[src/rtl/msi_pend_pkg.sv]
package msi_pend_pkg;

    typedef enum logic [1:0] {
        OP_QUERY = 2'd0,
        OP_SET   = 2'd1,
        OP_CLEAR = 2'd2,
        OP_PEEK  = 2'd3
    } pend_op_e;

    typedef enum logic [2:0] {
        ST_IDLE,
        ST_READ,
        ST_MODIFY,
        ST_WRITE,
        ST_DONE
    } pend_state_e;

    localparam int unsigned MIN_MSG_ID = 8192;

endpackage

[src/rtl/msi_pend_range_chk.sv]
module msi_pend_range_chk #(
    parameter int unsigned ID_W     = 32,
    parameter int unsigned IDBITS_W = 5,
    parameter int unsigned MIN_ID   = 8192
) (
    input  logic [ID_W-1:0]     id,
    input  logic [IDBITS_W-1:0] id_bits,
    output logic                in_range
);
    localparam int unsigned LIM_W = ID_W + 2;

    logic [IDBITS_W:0] shift_amt;
    logic [LIM_W-1:0]  limit;
    logic [LIM_W-1:0]  id_ext;
    logic              above_min;
    logic              below_max;

    always_comb begin
        shift_amt = {1'b0, id_bits} + {{IDBITS_W{1'b0}}, 1'b1};
        limit     = {{(LIM_W-1){1'b0}}, 1'b1} << shift_amt;
        id_ext    = {2'b00, id};
        above_min = id_ext >= LIM_W'(MIN_ID);
        below_max = id_ext <= limit;
        in_range  = above_min && below_max;
    end
endmodule

[src/rtl/msi_pend_addr_gen.sv]
module msi_pend_addr_gen #(
    parameter int unsigned ID_W   = 32,
    parameter int unsigned ADDR_W = 32,
    parameter int unsigned BYTE_W = 8
) (
    input  logic [ID_W-1:0]   id,
    input  logic [ADDR_W-1:0] base,
    output logic [ADDR_W-1:0] byte_addr,
    output logic [$clog2(BYTE_W)-1:0] bit_sel
);
    localparam int unsigned SEL_W = $clog2(BYTE_W);

    logic [ID_W-1:0] byte_idx;

    always_comb begin
        byte_idx  = id >> SEL_W;
        byte_addr = base + ADDR_W'(byte_idx);
        bit_sel   = id[SEL_W-1:0];
    end
endmodule

[src/rtl/msi_pend_bit_edit.sv]
module msi_pend_bit_edit #(
    parameter int unsigned BYTE_W = 8
) (
    input  logic [BYTE_W-1:0]         old_byte,
    input  logic [$clog2(BYTE_W)-1:0] bit_sel,
    input  logic                      set_op,
    output logic [BYTE_W-1:0]         new_byte,
    output logic                      old_bit,
    output logic                      change_needed
);
    logic [BYTE_W-1:0] hit;

    for (genvar g = 0; g < BYTE_W; g++) begin : g_lane
        assign hit[g]      = (bit_sel == g);
        assign new_byte[g] = hit[g] ? set_op : old_byte[g];
    end

    always_comb begin
        old_bit       = |(old_byte & hit);
        change_needed = old_bit != set_op;
    end
endmodule

[src/rtl/msi_pend_updater.sv]
module msi_pend_updater
    import msi_pend_pkg::*;
#(
    parameter int unsigned ID_W     = 32,
    parameter int unsigned ADDR_W   = 32,
    parameter int unsigned BYTE_W   = 8,
    parameter int unsigned IDBITS_W = 5
) (
    input  logic                clk,
    input  logic                rst_n,
    input  logic                req_valid,
    input  logic [1:0]          req_op,
    input  logic [ID_W-1:0]     req_id,
    input  logic [IDBITS_W-1:0] cfg_id_bits,
    input  logic [ADDR_W-1:0]   cfg_base,
    output logic                mem_rd_en,
    output logic                mem_wr_en,
    output logic [ADDR_W-1:0]   mem_addr,
    output logic [BYTE_W-1:0]   mem_wdata,
    input  logic [BYTE_W-1:0]   mem_rdata,
    output logic                busy,
    output logic                done,
    output logic                resp_pending,
    output logic                resp_rejected,
    output logic                resp_wrote
);
    localparam int unsigned SEL_W = $clog2(BYTE_W);

    pend_state_e state_q, state_d;

    logic              accept;
    logic              in_range;
    logic [ADDR_W-1:0] addr_next;
    logic [SEL_W-1:0]  sel_next;

    logic [ADDR_W-1:0] addr_q;
    logic [SEL_W-1:0]  sel_q;
    logic              is_set_q;
    logic              is_edit_q;
    logic [BYTE_W-1:0] wdata_q;
    logic              pend_q;
    logic              rej_q;
    logic              wrote_q;

    logic [BYTE_W-1:0] edit_byte;
    logic              edit_old_bit;
    logic              edit_change;

    msi_pend_range_chk #(
        .ID_W    (ID_W),
        .IDBITS_W(IDBITS_W),
        .MIN_ID  (MIN_MSG_ID)
    ) u_range (
        .id      (req_id),
        .id_bits (cfg_id_bits),
        .in_range(in_range)
    );

    msi_pend_addr_gen #(
        .ID_W  (ID_W),
        .ADDR_W(ADDR_W),
        .BYTE_W(BYTE_W)
    ) u_addr (
        .id       (req_id),
        .base     (cfg_base),
        .byte_addr(addr_next),
        .bit_sel  (sel_next)
    );

    msi_pend_bit_edit #(
        .BYTE_W(BYTE_W)
    ) u_edit (
        .old_byte     (mem_rdata),
        .bit_sel      (sel_q),
        .set_op       (is_set_q),
        .new_byte     (edit_byte),
        .old_bit      (edit_old_bit),
        .change_needed(edit_change)
    );

    assign accept = (state_q == ST_IDLE) && req_valid;

    // Next-state logic
    always_comb begin
        state_d = state_q;
        unique case (state_q)
            ST_IDLE:   if (req_valid) state_d = in_range ? ST_READ : ST_DONE;
            ST_READ:   state_d = ST_MODIFY;
            ST_MODIFY: state_d = (is_edit_q && edit_change) ? ST_WRITE : ST_DONE;
            ST_WRITE:  state_d = ST_DONE;
            ST_DONE:   state_d = ST_IDLE;
            default:   state_d = ST_IDLE;
        endcase
    end

    // State register
    always_ff @(posedge clk) begin
        if (!rst_n) state_q <= ST_IDLE;
        else        state_q <= state_d;
    end

    // Datapath registers
    always_ff @(posedge clk) begin
        if (!rst_n) begin
            addr_q    <= '0;
            sel_q     <= '0;
            is_set_q  <= 1'b0;
            is_edit_q <= 1'b0;
            wdata_q   <= '0;
            pend_q    <= 1'b0;
            rej_q     <= 1'b0;
            wrote_q   <= 1'b0;
        end else begin
            if (accept) begin
                addr_q    <= addr_next;
                sel_q     <= sel_next;
                is_set_q  <= (req_op == OP_SET);
                is_edit_q <= (req_op == OP_SET) || (req_op == OP_CLEAR);
                rej_q     <= !in_range;
                pend_q    <= 1'b0;
                wrote_q   <= 1'b0;
            end
            if (state_q == ST_MODIFY) begin
                pend_q  <= edit_old_bit;
                wdata_q <= edit_byte;
                wrote_q <= is_edit_q && edit_change;
            end
        end
    end

    // Outputs
    always_comb begin
        mem_rd_en     = 1'b0;
        mem_wr_en     = 1'b0;
        busy          = 1'b1;
        done          = 1'b0;
        mem_addr      = addr_q;
        mem_wdata     = wdata_q;
        resp_pending  = pend_q;
        resp_rejected = rej_q;
        resp_wrote    = wrote_q;
        unique case (state_q)
            ST_IDLE:   busy      = 1'b0;
            ST_READ:   mem_rd_en = 1'b1;
            ST_MODIFY: ;
            ST_WRITE:  mem_wr_en = 1'b1;
            ST_DONE:   done      = 1'b1;
            default:   busy      = 1'b0;
        endcase
    end

    p_rdwr_excl_r4: assert property (@(posedge clk) disable iff (!rst_n)
        !(mem_rd_en && mem_wr_en));

    p_wr_same_addr_r1: assert property (@(posedge clk) disable iff (!rst_n)
        mem_wr_en |-> (mem_addr == $past(mem_addr, 2)) && $past(mem_rd_en, 2));

    p_single_bit_edit_r2: assert property (@(posedge clk) disable iff (!rst_n)
        mem_wr_en |-> ($countones(mem_wdata ^ $past(mem_rdata)) == 1));

    p_write_then_done_r9: assert property (@(posedge clk) disable iff (!rst_n)
        mem_wr_en |=> done);

    p_reject_direct_r5: assert property (@(posedge clk) disable iff (!rst_n)
        (done && resp_rejected) |-> !$past(busy));

    p_done_pulse_r9: assert property (@(posedge clk) disable iff (!rst_n)
        done |=> !done);

    p_busy_hold_r8: assert property (@(posedge clk) disable iff (!rst_n)
        (busy && !done) |=> busy);

    p_no_write_skip_r7: assert property (@(posedge clk) disable iff (!rst_n)
        (done && !resp_wrote) |-> !$past(mem_wr_en));

endmodule

[config.mk]
export PLATFORM = sky130hd
export DESIGN_NAME = msi_pend_updater
export DESIGN_NICKNAME = d
export VERILOG_FILES = /design/src/rtl/msi_pend_pkg.sv /design/src/rtl/msi_pend_range_chk.sv /design/src/rtl/msi_pend_addr_gen.sv /design/src/rtl/msi_pend_bit_edit.sv /design/src/rtl/msi_pend_updater.sv
export SDC_FILE = /design/constraint.sdc
export NUM_CORES = 1
export LEC_CHECK = 0
export BUFFER_PORTS_ARGS = -buffer_cell sky130_fd_sc_hd__buf_2
export CAP_MARGIN = 0
export CELL_PAD_IN_SITES_DETAIL_PLACEMENT = 0
export CELL_PAD_IN_SITES_GLOBAL_PLACEMENT = 1
export CORE_ASPECT_RATIO = 0.9
export CORE_MARGIN = 4
export CORE_UTILIZATION = 41
export DETAILED_ROUTE_END_ITERATION = 8
export HOLD_SLACK_MARGIN = 0.05
export PLACE_DENSITY_LB_ADDON = 0.1
export SKIP_LAST_GASP = 1
export SLEW_MARGIN = 20
export SYNTH_ARGS = -nofsm -noshare
export SYNTH_HDL_FRONTEND = slang
export SYNTH_SLANG_ARGS = --single-unit
[constraint.sdc]
create_clock -name clk -period 4.54 [get_ports clk]
set_clock_uncertainty 0.2 [all_clocks]
set_input_delay 1.135 -clock clk [delete_from_list [all_inputs] [get_ports clk]]
set_output_delay 1.135 -clock clk [all_outputs]
set_load 0.02 [all_outputs]
==> run summary <==
The run finished with clean final reports. The number of synthesis warnings is 0. The core occupancy in the finished layout is 50.72%. The proportion of register bits with asynchronous set or reset after synthesis came out at 0%. The total via count in the routed design is roughly 4900.

The static leakage came out at 2.513 nW. The internal power contribution came out at just over 0.9 mW. Sequential cells were found to cover between 20% and 30% of the synthesized design area. The growth of design area from synthesis to finish came out at 19.43%.

The number of antenna violations at the first check in global routing is 0. The reg2reg setup slack is between 1500 and 2000 ps. The transition time of the tightest slew-check pin is 797.8 ps.

The clock network is responsible for between 20% and 30% of the overall power. The minimum period implied by the final worst setup slack came out at between 3000 and 4000 ps. The number of I/O port buffers is ~130. The ratio of total power to cell area came out at around 260 nW/µm². The die boundary height came out at about 110 µm. By startpoint and endpoint, the worst setup path is classified as in -> reg. The type of destination of the critical path is a flip-flop.

Leaving out filler cells and counting taps, the final layout contains between 800 and 900. The worst setup path is launched from a primary input. The first-pass GRT wire length came out at ~23 mm. The cell area after technology mapping came out at approximately 4600 µm². Across every metal layer, demand over resource in global routing totals between 20% and 30%. The worst reg-to-reg path cell count came out at 8. The number of top-level design ports is 129. Among all flip-flop cells after synthesis, the most frequent one is sky130_fd_sc_hd__dfxtp_1. The setup violation total in the final timing report came out at 0.

The most critical setup path has its startpoint at cfg_id_bits[2]. The net switching power figure came out at 0.5268 mW. Following the worst setup path forward leads to its endpoint at resp_rejected$_SDFFE_PN0P_. The effective utilization at floorplan came out at between 40% and 50%.

The final HPWL from detailed placement is approximately 11 mm. The combinational power share is between 30% and 40%. The iteration count of the initial detailed-routing pass came out at 4.

The post-cts repair resize count came out at 0. TritonCTS built the clock tree. The total nets after synthesis is between 700 and 800. Entering global routing, the biggest net connects 40 pins.

The clock insertion delay at the later pin of the skew report came out at 290 ps. The number of buffers inserted during clock tree synthesis came out at 5. The max-capacitance violation count came out at 0.

In this run the biggest area consumer among cell types represents 21.97% of the synthesized area. At the worst endpoint, the arrival time is 3880 ps. The final routed wire length divided by cell count is about 16 µm. Summed over all failing endpoints, the final setup total negative slack is 0 ps. The worst-case clock buffer depth came out at 2. The post-detailed-routing wire length came out at around 14 mm. The final layout net count is 871.

The number of inserted filler cells in the final layout came out at 1147. In this run, the number of DRC markers left after iteration 0 of detailed routing was around 290. The worst supply voltage drop on vdd is 0.1386 mV.

The number of sinks handled by clock tree synthesis is 51. The number of placement rows came out at 36. The horizontal die dimension is approximately 120 µm. Synthesis handed over a netlist of between 600 and 700 instances. The number of global-route vias before repair came out at around 4600. The number of instances in the placed design came out at around 870. In the routed layout, each cell is associated on average with a via count of ~5.5. Net switching is 36.43% of the power. The endpoint identified for the worst register-to-register timing path is state_q[1]$_SDFFE_PN0P_. sky130_fd_sc_hd__dfxtp_1 takes more of the synthesized area than any other cell. Setup repair after global routing left no endpoint under its margin. In the routed design, unresolved DRC markers number 0.

The global route total overflow is 0. The setup slack after placement is approximately 320 ps. The average cell area after synthesis came out at approximately 7.6 µm².

The path category of the worst min-delay check is reg -> reg. The proportion of power drawn by flip-flops and latches came out at 36.0%. The quantity of hold-fixing buffers added after cts is 0. 0 antenna diodes ended up in the layout. The H-tree was split into 2 levels. The number of nets with antenna violations after detailed routing is 0. The startpoint identified for the worst register-to-register timing path is sel_q[2]$_SDFFE_PN0P_. The hold slack came out at about 250 ps. The die footprint came out at around 13000 µm². The core region area is ~11000 µm².

The post-CTS setup buffer count is 0. The number of max-slew violations in the final report is 0. The share of cells above drive strength 1 came out at between 20% and 30%. Along the worst path, the maximum fanout reaches 8. The final worst setup slack came out at 645.0 ps. The tightest slew margin relative to the limit is 46.62%. Counting instances, the worst hold path has a depth of 2.

The highest clock rate is around 260 MHz. The number of synthesized register bits is slightly above 50. Clock-pin slew was measured on the worst setup and hold paths at around 70 ps. The last weighted congestion value of the routability-driven placer is approximately 0.92. The required time at the endpoint of the critical path came out at approximately 4500 ps. Ranked by total cell area, the synthesized netlist is headed by sky130_fd_sc_hd__dfxtp_1 22%, sky130_fd_sc_hd__ha_1 17%, sky130_fd_sc_hd__nand2_1 8.1%, sky130_fd_sc_hd__a21oi_1 7.0%, sky130_fd_sc_hd__a21o_1 4.4%. The number of distinct standard cells referenced by the synthesized netlist came out at 66. The worst path uses between 80% and 90% of the clock period. The number of hold-slack violations in the final timing report came to 0. Counting flops with a built-in enable in the synthesized netlist gives 0.

The cell at the root of the clock tree is sky130_fd_sc_hd__clkbuf_16.
-- cell usage after synthesis, drive strengths merged, types with 4 or more instances --
cell	number
a211oi	11
a21o	27
a21oi	67
a31oi	6
and2	7
and3	7
clkbuf	25
dfxtp	51
ha	62
inv	13
mux2i	8
nand2	100
nand2b	5
nand3	31
nand4	11
nor2	41
nor2b	6
nor3	11
nor3b	6
nor4	6
o211ai	6
o21a	4
o21ai	26
o31ai	4
xnor2	12
xor2	7
-- per-layer routing --
metal / global-route usage [%] / wire, µm
met5: 0 / 0
met2: 36.22 / 6451
met3: 3.423 / 751
met4: 3.883 / 164
met1: 29.38 / 6716
-- layout by cell type, fill, tap and decap left out, drive strengths merged, types with 7 or more instances in the layout --
cell      n
buf     132
nand2   100
a21oi    67
ha       62
dfxtp    51
nor2     41
nand3    31
a21o     27
o21ai    26
inv      13
xnor2    12
a211oi   11
nand4    11
nor3     11
mux2i     8
and2      7
and3      7
xor2      7
-- power groups by stage --
stage	clock, mW	sequential, mW	combinational (mW)
global placement	0	0.529	0.541
global route	0.407	0.527	0.614
finish	0.378	0.521	0.547
detailed placement	0	0.530	0.549
CTS	0.389	0.521	0.551
floorplan	0	0.563	0.332
-- through the flow --
step	instance area, µm²	power [mW]
finish	5552	1.446
global route	5552	1.547
CTS	5549	1.460
detailed placement	5405	1.079
global placement	5405	1.070
floorplan	4648	0.8956
-- cell families (layout without fill, tap and decap cells) --
logic type,Yosys count,after routing,synth area share (%)
adders and majority gates,63,63,17.12
buffers and inverters,42,153,3.499
other,1,1,0.08068
DFF,51,51,21.97
xor gates and xnor gates,19,19,3.580
muxes,9,9,1.965
and+or+nand+nor,248,248,25.79
AOI/OAI and AO/OA,182,182,26.00
-- worst max-delay path: stages --
cell,delay [ps]
sky130_fd_sc_hd__buf_2,140
sky130_fd_sc_hd__nor3_1,480
sky130_fd_sc_hd__nand2_1,130
sky130_fd_sc_hd__ha_1,330
sky130_fd_sc_hd__a21o_1,190
sky130_fd_sc_hd__a21o_1,170
sky130_fd_sc_hd__a211oi_1,250
sky130_fd_sc_hd__o21ai_0,130
sky130_fd_sc_hd__a221o_1,310
sky130_fd_sc_hd__a21oi_1,160
sky130_fd_sc_hd__o21ai_0,200
sky130_fd_sc_hd__o21ba_2,260
-- layout make-up --
cell class	count	area [µm²]	share of cell area (%)
clock buffer	6	138.9	2.502
multi-input combinational	522	3473	62.56
timing repair buffer	132	670.6	12.08
inverter	14	52.55	0.9466
sequential	51	1021	18.39
clock inverter	1	5.005	0.09015
tap	152	190.2	3.426
-- sequential cells by signal, indices dropped and copies added, names as in the netlist --
| name | flops |
|---|---|
| is_edit_q | 1 |
| is_set_q | 1 |
| mem_addr | 32 |
| mem_wdata | 8 |
| resp_pending | 1 |
| resp_rejected | 1 |
| resp_wrote | 1 |
| sel_q | 3 |
| state_q | 3 |
-- how the worst min path moves through the flow --
stage,startpoint,end,slack [ps]
2_1_floorplan,is_edit_q$_SDFFE_PN0P_,is_edit_q$_SDFFE_PN0P_,270
3_3_place_gp,mem_addr[3]$_SDFFE_PN0P_,mem_addr[3]$_SDFFE_PN0P_,240
3_5_place_dp,mem_addr[17]$_SDFFE_PN0P_,mem_addr[17]$_SDFFE_PN0P_,240
5_1_grt,mem_addr[17]$_SDFFE_PN0P_,mem_addr[17]$_SDFFE_PN0P_,270
4_1_cts,mem_addr[17]$_SDFFE_PN0P_,mem_addr[17]$_SDFFE_PN0P_,250
6_report,mem_addr[17]$_SDFFE_PN0P_,mem_addr[17]$_SDFFE_PN0P_,250
Power figures use the tool's default switching activity.
